$ cat src/rtl/uvs_pkg.sv
package uvs_pkg;
  typedef struct packed {
    logic hit;
    logic bad;
    logic bad_next;
  } flt_s;
endpackage

$ cat src/rtl/uvs_filter.sv
module uvs_filter
  import uvs_pkg::*;
#(
  parameter int unsigned FILT_TICKS = 8,
  parameter bit          START_BAD  = 1'b0
) (
  input  logic clk_i,
  input  logic rst_ni,
  input  logic tick_i,
  input  logic ok_i,
  output flt_s flt_o
);
  localparam int unsigned LIM = FILT_TICKS + 1;
  localparam int unsigned CW  = $clog2(LIM + 1);
  typedef logic [CW-1:0] cnt_t;
  localparam cnt_t LIM_C  = cnt_t'(LIM);
  localparam cnt_t FILT_C = cnt_t'(FILT_TICKS);

  cnt_t cnt_q, cnt_d;
  logic hit;

  always_comb begin
    cnt_d = cnt_q;
    hit   = 1'b0;
    if (ok_i) begin
      cnt_d = '0;
    end else if (tick_i && cnt_q != LIM_C) begin
      cnt_d = cnt_q + cnt_t'(1);
      hit   = (cnt_q == FILT_C);
    end
  end

  always_ff @(posedge clk_i or negedge rst_ni) begin
    if (!rst_ni) cnt_q <= START_BAD ? LIM_C : '0;
    else         cnt_q <= cnt_d;
  end

  assign flt_o.hit      = hit;
  assign flt_o.bad      = (cnt_q == LIM_C);
  assign flt_o.bad_next = (cnt_d == LIM_C);
endmodule

$ cat src/rtl/uvs_qual.sv
module uvs_qual #(
  parameter int unsigned QUAL_TICKS = 160000
) (
  input  logic clk_i,
  input  logic rst_ni,
  input  logic tick_i,
  input  logic ok_i,
  input  logic kill_i,
  input  logic srst_i,
  output logic up_o,
  output logic up_next_o
);
  localparam int unsigned CW = $clog2(QUAL_TICKS + 1);
  typedef logic [CW-1:0] cnt_t;
  localparam cnt_t LAST_C = cnt_t'(QUAL_TICKS - 1);

  cnt_t cnt_q, cnt_d;
  logic up_q, up_d;

  always_comb begin
    cnt_d = cnt_q;
    up_d  = up_q;
    if (srst_i || kill_i) begin
      cnt_d = '0;
      up_d  = 1'b0;
    end else if (!up_q) begin
      if (!ok_i) begin
        cnt_d = '0;
      end else if (tick_i) begin
        if (cnt_q == LAST_C) begin
          up_d  = 1'b1;
          cnt_d = '0;
        end else begin
          cnt_d = cnt_q + cnt_t'(1);
        end
      end
    end
  end

  always_ff @(posedge clk_i or negedge rst_ni) begin
    if (!rst_ni) begin
      cnt_q <= '0;
      up_q  <= 1'b0;
    end else begin
      cnt_q <= cnt_d;
      up_q  <= up_d;
    end
  end

  assign up_o      = up_q;
  assign up_next_o = up_d;
endmodule

$ cat src/rtl/dual_rail_uv_sup.sv
module dual_rail_uv_sup
  import uvs_pkg::*;
#(
  parameter int unsigned NUM_CH          = 2,
  parameter int unsigned MAIN_FILT_TICKS = 12,
  parameter int unsigned RAIL_FILT_TICKS = 8,
  parameter int unsigned QUAL_TICKS      = 160000
) (
  input  logic              clk_i,
  input  logic              rst_ni,
  input  logic              srst_i,
  input  logic              tick_i,
  input  logic              main_ok_i,
  input  logic [NUM_CH-1:0] rail_ok_i,
  output logic [NUM_CH-1:0] supply_good_o,
  output logic [NUM_CH-1:0] fault_clr_o
);
  flt_s main_flt;
  logic main_hit;
  logic main_up_q, main_up_d;
  logic [NUM_CH-1:0] good_d, clr_d;
  logic [NUM_CH-1:0] good_q, clr_q;

  uvs_filter #(.FILT_TICKS(MAIN_FILT_TICKS), .START_BAD(1'b0)) u_main_flt (
    .clk_i (clk_i),
    .rst_ni(rst_ni),
    .tick_i(tick_i),
    .ok_i  (main_ok_i),
    .flt_o (main_flt)
  );
  assign main_hit = main_flt.hit;

  uvs_qual #(.QUAL_TICKS(QUAL_TICKS)) u_qual (
    .clk_i    (clk_i),
    .rst_ni   (rst_ni),
    .tick_i   (tick_i),
    .ok_i     (main_ok_i),
    .kill_i   (main_hit),
    .srst_i   (srst_i),
    .up_o     (main_up_q),
    .up_next_o(main_up_d)
  );

  for (genvar c = 0; c < NUM_CH; c++) begin : g_ch
    flt_s rail_flt;
    // rails start faulted so a channel never runs on an unseen rail
    uvs_filter #(.FILT_TICKS(RAIL_FILT_TICKS), .START_BAD(1'b1)) u_rail_flt (
      .clk_i (clk_i),
      .rst_ni(rst_ni),
      .tick_i(tick_i),
      .ok_i  (rail_ok_i[c]),
      .flt_o (rail_flt)
    );
    assign good_d[c] = main_up_d & ~rail_flt.bad_next & ~srst_i;
    assign clr_d[c]  = rail_flt.hit | main_hit;
  end

  always_ff @(posedge clk_i or negedge rst_ni) begin
    if (!rst_ni) begin
      good_q <= '0;
      clr_q  <= '0;
    end else begin
      good_q <= good_d;
      clr_q  <= clr_d;
    end
  end

  assign supply_good_o = good_q;
  assign fault_clr_o   = clr_q;
endmodule

$ cat config.mk
export PLATFORM = sky130hd
export DESIGN_NAME = dual_rail_uv_sup
export DESIGN_NICKNAME = d
export VERILOG_FILES = /design/src/rtl/uvs_pkg.sv /design/src/rtl/uvs_filter.sv /design/src/rtl/uvs_qual.sv /design/src/rtl/dual_rail_uv_sup.sv
export SDC_FILE = /design/constraint.sdc
export NUM_CORES = 1
export LEC_CHECK = 0
export BUFFER_PORTS_ARGS = -buffer_cell sky130_fd_sc_hd__clkbuf_2
export CAP_MARGIN = 0
export CORE_MARGIN = 8
export CORE_UTILIZATION = 40
export CTS_CLUSTER_DIAMETER = 80
export CTS_CLUSTER_SIZE = 8
export DETAILED_ROUTE_END_ITERATION = 6
export SYNTH_ARGS = -nofsm -noshare
export SYNTH_HDL_FRONTEND = slang
export SYNTH_HIERARCHICAL = 1
export SYNTH_SLANG_ARGS = --single-unit
$ cat constraint.sdc
create_clock -name clk_i -period 2.4 [get_ports clk_i]
set_input_delay 0.24 -clock clk_i [delete_from_list [all_inputs] [get_ports clk_i]]
set_output_delay 0.24 -clock clk_i [all_outputs]
set_load 0.02 [all_outputs]
After elaboration in Yosys (flattened, before gate mapping):

Index checks and enable logic that the tools add are counted.
Widths: inputs -> output; s select.

* add/subtract/negate cells: 4
* equal/unequal tests: 11
* muxes and demuxes: 22
* bitwise operators: 9
* reductions and logical operators: 6

Operators by type and width (number)
* $mux 18: 5
* $mux 4: 6
* $eq 4x4->1 const B: 5
* $add 18x1->18 const B: 1
* $eq 18x18->1 const B: 1
* $add 4x1->4 const B: 3
* $ne 4x4->1 const B: 3
* $mux 1: 11
* $and 1x1->1: 4
* $logic_and 1x1->1: 3
* $ne 3x2->1 const B: 1
* $not 1->1: 3
* $ne 2x2->1 const B: 1
* $or 1x1->1: 2
* $reduce_and 2->1: 1
* $reduce_bool 2->1: 1
* $logic_or 1x1->1: 1

* register bits after elaboration: 35

Depth between registers and ports, before layout:

Gate-level depths: netlist (run 1).

* depth after elaboration: 8
* depth in mapped cells: 12
* mapped depth without buffers: 10

Hierarchy:

Netlist (run 1), hierarchy kept.

Modules (own cells, without submodules)
* uvs_qual: times used 1, cells an instance 126, area each 1117.3 µm², sequential area each 475.5 µm²
* uvs_filter (g_ch[0].u_rail_flt ...): times used 2, cells an instance 34, area each 321.6 µm², sequential area each 102.6 µm²
* uvs_filter (u_main_flt): times used 1, cells an instance 33, area each 294.0 µm², sequential area each 100.1 µm²
* dual_rail_uv_sup: times used 1, cells an instance 8, area each 137.6 µm², sequential area each 100.1 µm²

Worst setup path after synthesis (run 1):

Ideal clock, no wire load.

* path type: reg-to-reg
* from: register u_main_flt.cnt_q[1]
* to: register u_qual.cnt_q[5]
* setup time: 0.069 ns
* data arrival time: 2.032 ns
* data required time: 2.331 ns
* path slack: 0.299 ns
* stages on the path, launching flop included: 12
* buffers on the path: 2
* period minus slack after synthesis: 2.101 ns
* cell sequence: dfrtp_1 inv_1 ha_1 nand3_1 inv_2 nor3_1 buf_4 nor4_4 o21ai_1 buf_2 or3_1 nand3_1

* word-level cells in the longest chain between the ends: 7
* elaborated cells on any way between the ends: 10
* those cells by class: eq/ne: 4; mux: 3; reduce/logical: 3

Ends and longest elaborated chain
* start: declaration: RTL line uvs_filter.sv:19 `cnt_t cnt_q, cnt_d;`
* start signal: assignment: RTL line uvs_filter.sv:34 `if (!rst_ni) cnt_q <= START_BAD ? LIM_C : '0;`
* start signal: assignment: RTL line uvs_filter.sv:35 `else cnt_q <= cnt_d;`
* $ne 4x4->1: RTL line uvs_filter.sv:27 `end else if (tick_i && cnt_q != LIM_C) begin`
* $logic_and 1x1->1: RTL line uvs_filter.sv:27
* $mux 1 (*): RTL line uvs_filter.sv:27
* $mux 1 (*): RTL line uvs_filter.sv:25 `if (ok_i) begin`
* via u_main_flt.hit: RTL line uvs_filter.sv:20 `logic hit;`
* $logic_or 1x1->1 (*): RTL line uvs_qual.sv:23 `if (srst_i || kill_i) begin`
* $ne 3x2->1 (no source line) / $ne 2x2->1 (equally long branches)
* $reduce_and 2->1 (no source line)
* end signal: assignment: RTL line uvs_qual.sv:45 `cnt_q <= cnt_d;`
* end: declaration: RTL line uvs_qual.sv:17 `cnt_t cnt_q, cnt_d;`

The timed path passes the listed nets; every way through them passes the cells marked *.
A chain may end at the register's enable or synchronous reset.

==> summary.txt, run 1 <==
Timing
  – Hold Vio Cnt, Final: 0
  – Final worst setup slack: 0.1738 ns
  – Final setup TNS: 0 ns
  – Pins Over Slew Limit: 0
  – RSZ-0062 raised after global routing: no
  – Final cycle utilization of the critical path: 0.9276
  – Clk_skew: 0.005550 ns
  – Tmin final: 2.226 ns
  – Fmax: 449.2 MHz
  – Slew at the pin closest to its max-slew limit: 0.8879 ns
  – Setup violations, final: 0
  – Max transition margin: 0.4081

Die
  – Die area: 8002 um2
  – IO Pins: 11
  – Die Y: 89.46 um
  – Initial core utilization: 0.4173
  – Core region area: 5172 um2
  – Row cnt: 26
  – Die W: 89.46 um

Finish
  – Post-route design area: 2392 um2
  – Layout area overhead: 10.84%
  – Share of layout cells above drive strength 1: 0.1862
  – Inserted Diodes: 0
  – Fin nets: 263

Worst setup path
  – CP bufs+invs: 2
  – Required time of the critical path: 2.57 ns
  – Crit Path Max Fanout: 5
  – R2R Setup Slk: 0.17 ns
  – WS Path Type: flop to flop
  – Reg-to-Reg End: u_qual/cnt_q[8]
  – CP delay by family, top: simple AND/OR/NAND/NOR gates
  – R2R Path Start: u_main_flt/cnt_q[1]
  – Slowest CP cell: dfrtp_1
  – R2R cell count: 10
  – Crit-path cells: inv_1, ha_1, nand3_1, inv_2, nor3_2, nor2_1, and2_1, o21ai_2, a21oi_1, o32a_1
  – Crit path from: u_main_flt/cnt_q[1]
  – Arr. time, crit path: 2.40 ns
  – Crit end category: flop
  – Max incr delay on CP: 0.39 ns
  – Crit path to: u_qual/cnt_q[8]
  – Levels on crit path: 10
  – Worst setup SP type: flop

Power
  – LEAKAGE: 1.140 nW
  – VDD IR max: 185.9 uV
  – Power per cell area: 497.9 nW/um2

Clock tree
  – Cts repair resizes: 1
  – CTS sink cnt: 35
  – CTS tree: yes
  – Hold Buf Count CTS: 0
  – H-tree levels: 2
  – Clock slew at reported path FFs: 0.07 ns
  – Clk Latency, worst-skew pair: 0.29 ns
  – Clock Tree Root: clkbuf_8
  – Num CTS Buffers: 5
  – Worst-case clock buffer depth: 2
  – Post-CTS Setup Repair Bufs: 0

Synth
  – Syn Inst Count: 232
  – Post-Syn Area: 2158 um2
  – Synthesized net count: 249
  – YS warnings: 6
  – Post-Synthesis Mean Instance Area: 9.303 um2

GRT
  – Largest net degree at the start of global routing: 36
  – Initial antenna violation count: 0
  – First-pass GRT wire length: 7824 um
  – Gr usage total: 0.1273
  – GRT overflow: 0
  – Vias in the first global route: 1674

Detailed routing
  – DRC: 0
  – ANT nets after route: 0
  – Initial DRT Pass Iterations: 5
  – Wire length per cell: 14.33 um
  – DR vias/cell: 5.565
  – DR vias: 1764
  – Final WL: 4543 um
  – Initial DRC count: 105

Placed design
  – DP Wirelength: 3230 um
  – Dpl ws: 0.01164 ns
  – Port buffer count: 10
  – GPL Wtd Cong: 0.8541
  – Placed inst area: 2283 um2

Min path
  – Hold WC Path Type: primary input to async pin

Run status
  – Status: finished clean

Flow run
  – Max-cap violations: 0
sequential cells by signal (all words and copies together), names as in the netlist:
| register | cells |
|---|---|
| fault_clr_o | 2 |
| u_qual/up_o | 1 |
| supply_good_o | 2 |
| g_ch.u_rail_flt/cnt_q | 8 |
| u_main_flt/cnt_q | 4 |
| u_qual/cnt_q | 18 |
power breakdown:
group	switching [W]	total (W)	internal, W
logic	0.0000682	0.000102	0.0000342
registers	0.0000122	0.000613	0.000601
clock network	0.000214	0.000476	0.000262
total	0.000294	0.00119	0.000897
worst min path at each step:
| stage | endpoint | slack (ns) | depth (start not counted) |
|---|---|---|---|
| 6_report | g_ch[0].u_rail_flt/cnt_q[2] | 0.04 | 1 |
| 5_1_grt | u_main_flt/cnt_q[2] | 0.11 | 1 |
| 2_1_floorplan | fault_clr_o[0] | -0.06 | 0 |
| 3_5_place_dp | g_ch[0].u_rail_flt/cnt_q[2] | 0.41 | 1 |
| 4_1_cts | g_ch[0].u_rail_flt/cnt_q[2] | 0.09 | 1 |
| 3_3_place_gp | g_ch[0].u_rail_flt/cnt_q[2] | 0.41 | 1 |
layout by cell type, fill, tap and decap left out, types with 7 or more instances in the layout:
cell,n
dfrtp_1,31
nand2_1,24
nand3_1,24
a21oi_1,13
inv_1,12
o21ai_0,11
ha_1,10
clkbuf_2,10
nor2_1,9
or3_1,8
clkbuf_8,7
through the flow:
| step | power (W) | instances | hold slack (ns) | utilization |
|---|---|---|---|---|
| after detailed placement | 0.0007255 | 309 | 0.4079 | 0.4415 |
| after global routing | 0.001253 | 317 | 0.1111 | 0.4625 |
| after CTS | 0.001208 | 317 | 0.08676 | 0.4618 |
| after global placement | 0.0007238 | 309 | 0.4107 | 0.4415 |
| after floorplan | 0.0006774 | 232 | -0.05559 | - |
| final | 0.001191 | 317 | 0.04393 | 0.4625 |
cell type report:
cell class / count / area, um2
inverters: 14 / 52.55
clock buffers: 8 / 100.1
multi-input cells: 176 / 1191
repair buffers: 14 / 80.08
fillers: 507 / 2780
flip-flops and latches: 35 / 880.8
well taps: 70 / 87.58
per-layer routing:
metal / wire, um / global-route usage / up-vias
li1: - / - / 872
met1: 2274 / 0.1680 / 846
met2: 1991 / 0.1832 / 38
met3: 174 / 0.03768 / 8
met4: 102 / 0.06344 / 0
met5: 0 / 0 / -
(Power assumes the default switching activity.)
==> run 2, diff against run 1 <==
--- a/config.mk
+++ b/config.mk
@@ -7,11 +7,13 @@
 export LEC_CHECK = 0
 export BUFFER_PORTS_ARGS = -buffer_cell sky130_fd_sc_hd__clkbuf_2
 export CAP_MARGIN = 0
-export CORE_MARGIN = 8
-export CORE_UTILIZATION = 40
+export CELL_PAD_IN_SITES_DETAIL_PLACEMENT = 1
+export CELL_PAD_IN_SITES_GLOBAL_PLACEMENT = 1
+export CORE_UTILIZATION = 47
 export CTS_CLUSTER_DIAMETER = 80
 export CTS_CLUSTER_SIZE = 8
 export DETAILED_ROUTE_END_ITERATION = 6
+export PLACE_DENSITY_LB_ADDON = 0.1
 export SYNTH_ARGS = -nofsm -noshare
 export SYNTH_HDL_FRONTEND = slang
 export SYNTH_HIERARCHICAL = 1
==> summary.txt, run 2 (synthesis results as in run 1) <==
GRT
  – Vias in the first global route: 1933 (+15%)
  – GRT overflow: 0 (unchanged)
  – Largest net degree at the start of global routing: 36 (unchanged)
  – First-pass GRT wire length: 9363 um (+20%)
  – Initial antenna violation count: 0 (unchanged)
  – Gr usage total: 0.2427 (+0.1154)

Placed design
  – DP Wirelength: 3903 um (+21%)
  – Port buffer count: 10 (unchanged)
  – Dpl ws: 0.003624 ns (-0.008012 ns)
  – GPL Wtd Cong: 0.7734 (-9.4%)

Detailed routing
  – Wire length per cell: 17.79 um (+24%)
  – DR vias/cell: 6.067 (+9.0%)
  – ANT nets after route: 0 (unchanged)
  – Initial DRT Pass Iterations: 4 (-1)
  – Final WL: 5300 um (+17%)
  – Initial DRC count: 110 (+4.8%)
  – DRC: 0 (unchanged)
  – DR vias: 1808 (+2.5%)

Timing
  – Final worst setup slack: 0.1747 ns (+0.0009240 ns)
  – Clk_skew: 0.008089 ns (+0.002539 ns)
  – Fmax: 449.4 MHz (about the same)
  – Max transition margin: 0.4100 (+0.001879)
  – Tmin final: 2.225 ns (-0.0009240 ns)
  – Setup violations, final: 0 (unchanged)
  – Hold Vio Cnt, Final: 0 (unchanged)
  – Slew at the pin closest to its max-slew limit: 0.8851 ns (-0.002819 ns)
  – Final cycle utilization of the critical path: 0.9272 (about the same)
  – Final setup TNS: 0 ns (unchanged)
  – Pins Over Slew Limit: 0 (unchanged)
  – RSZ-0062 raised after global routing: no
  – Worst hold slack: 0.07336 ns (+0.02943 ns)

Min path
  – Hold WC Path Type: primary input to async pin

Clock tree
  – Clock slew at reported path FFs: 0.07 ns (about the same)
  – Num CTS Buffers: 5 (unchanged)
  – CTS tree: yes
  – H-tree levels: 2 (unchanged)
  – Clock Tree Root: clkbuf_8
  – Worst-case clock buffer depth: 2 (unchanged)
  – Post-CTS Setup Repair Bufs: 0 (unchanged)
  – Clk Latency, worst-skew pair: 0.28 ns (about the same)
  – CTS sink cnt: 35 (unchanged)

Run status
  – Status: finished clean

Power
  – Overall Power: 0.001222 W (+2.6%)
  – Power per cell area: 515.8 nW/um2 (+3.6%)
  – LEAKAGE: 1.139 nW (about the same)
  – VDD IR max: 311.0 uV (+67%)

Die
  – Die Y: 69.77 um (-22%)
  – Die area: 4867 um2 (-39%)
  – Core region area: 4384 um2 (-15%)
  – Initial core utilization: 0.4923 (+0.07502)
  – Die W: 69.77 um (-22%)
  – IO Pins: 11 (unchanged)
  – Row cnt: 24 (-7.7%)

Finish
  – Inserted Diodes: 0 (unchanged)
  – Share of layout cells above drive strength 1: 0.1870 (+0.0007571)
  – Fin nets: 263 (unchanged)
  – Most frequent cells in the layout: dfrtp_1 (31), nand2_1 (24), nand3_1 (24)
  – FF+latch area: 880.8 um2 (unchanged)
  – Fillers: 531 (+4.7%)
  – Area of the multi-input gates: 1189 um2 (-0.21%)
  – Largest Register: u_qual/cnt_q
  – Biggest regs: u_qual/cnt_q (18), g_ch.u_rail_flt/cnt_q (8), u_main_flt/cnt_q (4)
  – Max reg flops: 18 (unchanged)
  – Commonest non-fill, non-tap cell in the layout: dfrtp_1
  – Layout area overhead: 9.797%

Worst setup path
  – Arr. time, crit path: 2.45 ns (+0.05 ns)
  – Crit-path cells: inv_1, ha_1, nand3_1, inv_2, nor3_1, buf_4, nor4_4, o21ai_2, buf_4, or3_1, nand3_1
  – Slowest CP cell: dfrtp_1
  – Crit Path Max Fanout: 8 (+3)
  – CP delay by family, top: simple AND/OR/NAND/NOR gates
  – CP bufs+invs: 4 (+2)
  – Crit end category: flop
  – Worst setup SP type: flop
  – Required time of the critical path: 2.62 ns (+0.05 ns)
  – Max incr delay on CP: 0.41 ns (+0.02 ns)
  – WS Path Type: flop to flop

Flow run
  – Max-cap violations: 0 (unchanged)
[run 2: report_power, final]
group          leakage (nW)  internal (W)  switching, W
logic                 0.616     0.0000347     0.0000722
registers             0.472      0.000601     0.0000125
clock network        0.0513      0.000304      0.000198
total                  1.14      0.000940      0.000283
[run 2: layer usage]
metal,vias to the layer above,GRT usage,routed length (um)
met4,0,0.07778,67
met5,-,0,0
met3,7,0.05233,100
li1,869,-,-
met2,14,0.3964,2591
met1,918,0.3203,2541
[run 2: final cells by class]
type,instances,area share
clock buffer,6,0.03062
clock inverter,1,0.01267
inverter,14,0.02218
multi-input combinational,176,0.5016
sequential,35,0.3717
tap,52,0.02746
timing repair buffer,14,0.03379
[run 2: path summary, 6_finish.rpt]
kind | start | end | slack, ns | depth (start not counted)
worst min-delay path | rst_ni | supply_good_o[0] | 0.07 | 1
max in group asynchronous | rst_ni | g_ch[1].u_rail_flt/cnt_q[1] | 1.78 | 1
worst max-delay path | u_main_flt/cnt_q[1] | u_qual/cnt_q[15] | 0.17 | 11
min in group clk_i | rail_ok_i[1] | g_ch[1].u_rail_flt/cnt_q[0] | 0.20 | 2
worst min register to register | u_qual/cnt_q[1] | u_qual/cnt_q[1] | 0.52 | 2
worst max register to register | u_main_flt/cnt_q[1] | u_qual/cnt_q[15] | 0.17 | 11
[run 2: metrics by stage]
stage	utilization	instances	cell area [um2]
2_1_floorplan	-	232	2158
3_3_place_gp	0.5157	291	2261
3_5_place_dp	0.5157	291	2261
4_1_cts	0.5400	298	2367
6_report	0.5405	298	2370
5_1_grt	0.5405	298	2370
[run 2: repair_timing]
item / CTS / global route
endpoints found under the setup margin: 2 / 9
gates resized for setup: 1 / 2
pin swaps: 0 / 1
hold buffers: 0 / 0
==> run 3, diff against run 2 <==
--- a/config.mk
+++ b/config.mk
@@ -9,7 +9,8 @@
 export CAP_MARGIN = 0
 export CELL_PAD_IN_SITES_DETAIL_PLACEMENT = 1
 export CELL_PAD_IN_SITES_GLOBAL_PLACEMENT = 1
-export CORE_UTILIZATION = 47
+export CORE_UTILIZATION = 49
+export CTS_BUF_LIST = sky130_fd_sc_hd__clkbuf_2 sky130_fd_sc_hd__clkbuf_4 sky130_fd_sc_hd__clkbuf_8
 export CTS_CLUSTER_DIAMETER = 80
 export CTS_CLUSTER_SIZE = 8
 export DETAILED_ROUTE_END_ITERATION = 6
==> summary.txt, run 3 (synthesis results as in run 1) <==
Finish
  – Final cell count without fillers: 297 (-0.34%)
  – FF+latch area: 880.8 um2 (unchanged)
  – Biggest regs: u_qual/cnt_q (18), g_ch.u_rail_flt/cnt_q (8), u_main_flt/cnt_q (4)
  – Layout area overhead: 10.78%
  – Most frequent cells in the layout: dfrtp_1 (31), nand2_1 (24), nand3_1 (24)
  – Largest Register: u_qual/cnt_q
  – Post-route design area: 2391 um2 (+0.90%)
  – Area of the multi-input gates: 1197 um2 (+0.74%)
  – Fillers: 485 (-8.7%)
  – Inserted Diodes: 0 (unchanged)
  – Commonest non-fill, non-tap cell in the layout: dfrtp_1
  – Fin nets: 263 (unchanged)
  – Share of layout cells above drive strength 1: 0.1903 (+0.003292)
  – Max reg flops: 18 (unchanged)

GRT
  – Vias in the first global route: 1842 (-4.7%)
  – Gr usage total: 0.2654 (+0.02270)
  – GRT overflow: 0 (unchanged)
  – Initial antenna violation count: 0 (unchanged)
  – Largest net degree at the start of global routing: 36 (unchanged)
  – First-pass GRT wire length: 8990 um (-4.0%)

Timing
  – Final cycle utilization of the critical path: 0.9161 (-0.01110)
  – Final setup TNS: 0 ns (unchanged)
  – Hold Vio Cnt, Final: 0 (unchanged)
  – Slew at the pin closest to its max-slew limit: 0.8951 ns (+0.01006 ns)
  – Final worst setup slack: 0.2013 ns (+0.02663 ns)
  – Max transition margin: 0.4033 (-0.006704)
  – Tmin final: 2.199 ns (-0.02663 ns)
  – Setup violations, final: 0 (unchanged)
  – Pins Over Slew Limit: 0 (unchanged)
  – Fmax: 454.8 MHz (+1.2%)
  – Clk_skew: 0.008475 ns (+0.0003861 ns)
  – RSZ-0062 raised after global routing: no

Die
  – Initial core utilization: 0.5245 (+0.03218)
  – Die area: 4674 um2 (-4.0%)
  – Die W: 68.37 um (-2.0%)
  – Row cnt: 23 (-4.2%)
  – Core region area: 4115 um2 (-6.1%)
  – Die Y: 68.37 um (-2.0%)
  – IO Pins: 11 (unchanged)

Power
  – VDD IR max: 490.5 uV (+58%)
  – Int Power: 0.0009721 W (+3.4%)
  – Seq pwr share: 0.476 (-0.026)
  – Sw Ratio: 0.2455 (+0.01430)
  – Clock power frac: 0.440 (+0.029)
  – Power per cell area: 538.9 nW/um2 (+4.5%)
  – LEAKAGE: 1.146 nW (+0.59%)
  – Comb pwr share: 0.084 (-0.003)
  – Switching power: 0.0003164 W (+12%)

Worst setup path
  – Arr. time, crit path: 2.44 ns (about the same)
  – R2R Setup Slk: 0.20 ns (+0.03 ns)
  – WS Path Type: flop to flop
  – Crit Path Max Fanout: 5 (-3)
  – Reg-to-Reg End: u_qual/cnt_q[11]
  – R2R cell count: 9 (-2)
  – Crit path to: u_qual/cnt_q[11]
  – Crit path from: u_main_flt/cnt_q[1]
  – Required time of the critical path: 2.64 ns (+0.02 ns)
  – R2R Path Start: u_main_flt/cnt_q[1]
  – Worst setup SP type: flop
  – Crit end category: flop

Placed design
  – Placed inst area: 2258 um2 (-0.11%)
  – Dpl ws: -0.005295 ns (-0.008919 ns)
  – Port buffer count: 10 (unchanged)
  – DP Wirelength: 3828 um (-1.9%)
  – GPL Wtd Cong: 0.7961 (+2.9%)
  – Inst Count DP: 289 (-0.69%)

Clock tree
  – Clock Tree Root: clkbuf_8
  – Clk Latency, worst-skew pair: 0.30 ns (+0.02 ns)
  – Worst-case clock buffer depth: 2 (unchanged)
  – H-tree levels: 2 (unchanged)
  – Hold Buf Count CTS: 0 (unchanged)
  – Post-CTS Setup Repair Bufs: 0 (unchanged)
  – Num CTS Buffers: 5 (unchanged)
  – CTS sink cnt: 35 (unchanged)
  – Clock slew at reported path FFs: 0.08 ns (about the same)
  – CTS tree: yes

Detailed routing
  – DRC: 0 (unchanged)
  – Final WL: 5325 um (+0.47%)
  – DR vias/cell: 6.037 (-0.50%)
  – DR vias: 1793 (-0.83%)
  – Initial DRC count: 63 (-43%)
  – ANT nets after route: 0 (unchanged)
  – Wire length per cell: 17.93 um (+0.81%)
  – Initial DRT Pass Iterations: 4 (unchanged)

Run status
  – Status: finished clean

Flow run
  – Max-cap violations: 0 (unchanged)

Min path
  – Hold WC Path Type: primary input to async pin
==> run 3: changes by cell type in the layout (fill, tap and decap cells not counted) <==
cell      previous run  this run
o21a_1               1         3
o21a_2               2         0
clkbuf_1             1         0
clkbuf_8             5         6
clkinv_2             0         1
nor3_1               7         6
nor3_4               0         1
==> run 3: worst min path at each step <==
stage,startpoint,endpoint
after global placement,rst_ni,g_ch[0].u_rail_flt/cnt_q[2]
after global routing,rst_ni,g_ch[0].u_rail_flt/cnt_q[1]
after floorplan,rst_ni,fault_clr_o[0]
after detailed placement,rst_ni,g_ch[0].u_rail_flt/cnt_q[2]
final,rst_ni,g_ch[0].u_rail_flt/cnt_q[1]
after CTS,rst_ni,g_ch[0].u_rail_flt/cnt_q[1]
==> run 3: layer usage <==
layer / wire, um / track usage / up-vias
met1: 2548 / 0.3426 / 885
met5: 0 / 0 / -
met2: 2558 / 0.4228 / 24
met3: 121 / 0.06167 / 10
met4: 96 / 0.1094 / 0
li1: - / - / 874
==> run 3: power by group through the flow <==
| stage | clock network [W] | logic, W | registers (W) |
|---|---|---|---|
| final | 0.000568 | 0.000108 | 0.000613 |
| after global routing | 0.000601 | 0.000121 | 0.000614 |
| after CTS | 0.000580 | 0.000107 | 0.000613 |
| after detailed placement | 0 | 0.000106 | 0.000624 |
| after global placement | 0 | 0.0000971 | 0.000622 |
| after floorplan | 0 | 0.0000572 | 0.000620 |
==> run 3: timing repair <==
item	in CTS	in global routing
endpoints found under the setup margin	1	6
pin swaps	0	1
gates resized for setup	1	2
==> run 3: area by class of cell <==
class	instances	share of cell area
tap	50	0.02616
timing repair buffer	14	0.03349
inverter	14	0.02198
clock inverter	2	0.01465
sequential	35	0.3684
clock buffer	6	0.03454
multi-input combinational	176	0.5008
==> run 3: critical path, cell delays in order, from the launching register on <==
cell and delay (ns):
dfrtp_1 0.41, inv_1 0.10, ha_1 0.19, nand3_1 0.15, inv_2 0.13, nor3_4 0.06
nor4_4 0.28, o21ai_2 0.18, or4_1 0.53, nand3_1 0.10
==> run 3: per-stage QoR <==
step	power, W	util	hold slack [ns]
2_1_floorplan	0.0006774	-	-0.05559
3_3_place_gp	0.0007193	0.5488	0.3981
3_5_place_dp	0.0007301	0.5488	0.4037
4_1_cts	0.001300	0.5786	0.07958
5_1_grt	0.001337	0.5810	0.1276
6_report	0.001288	0.5810	0.05119
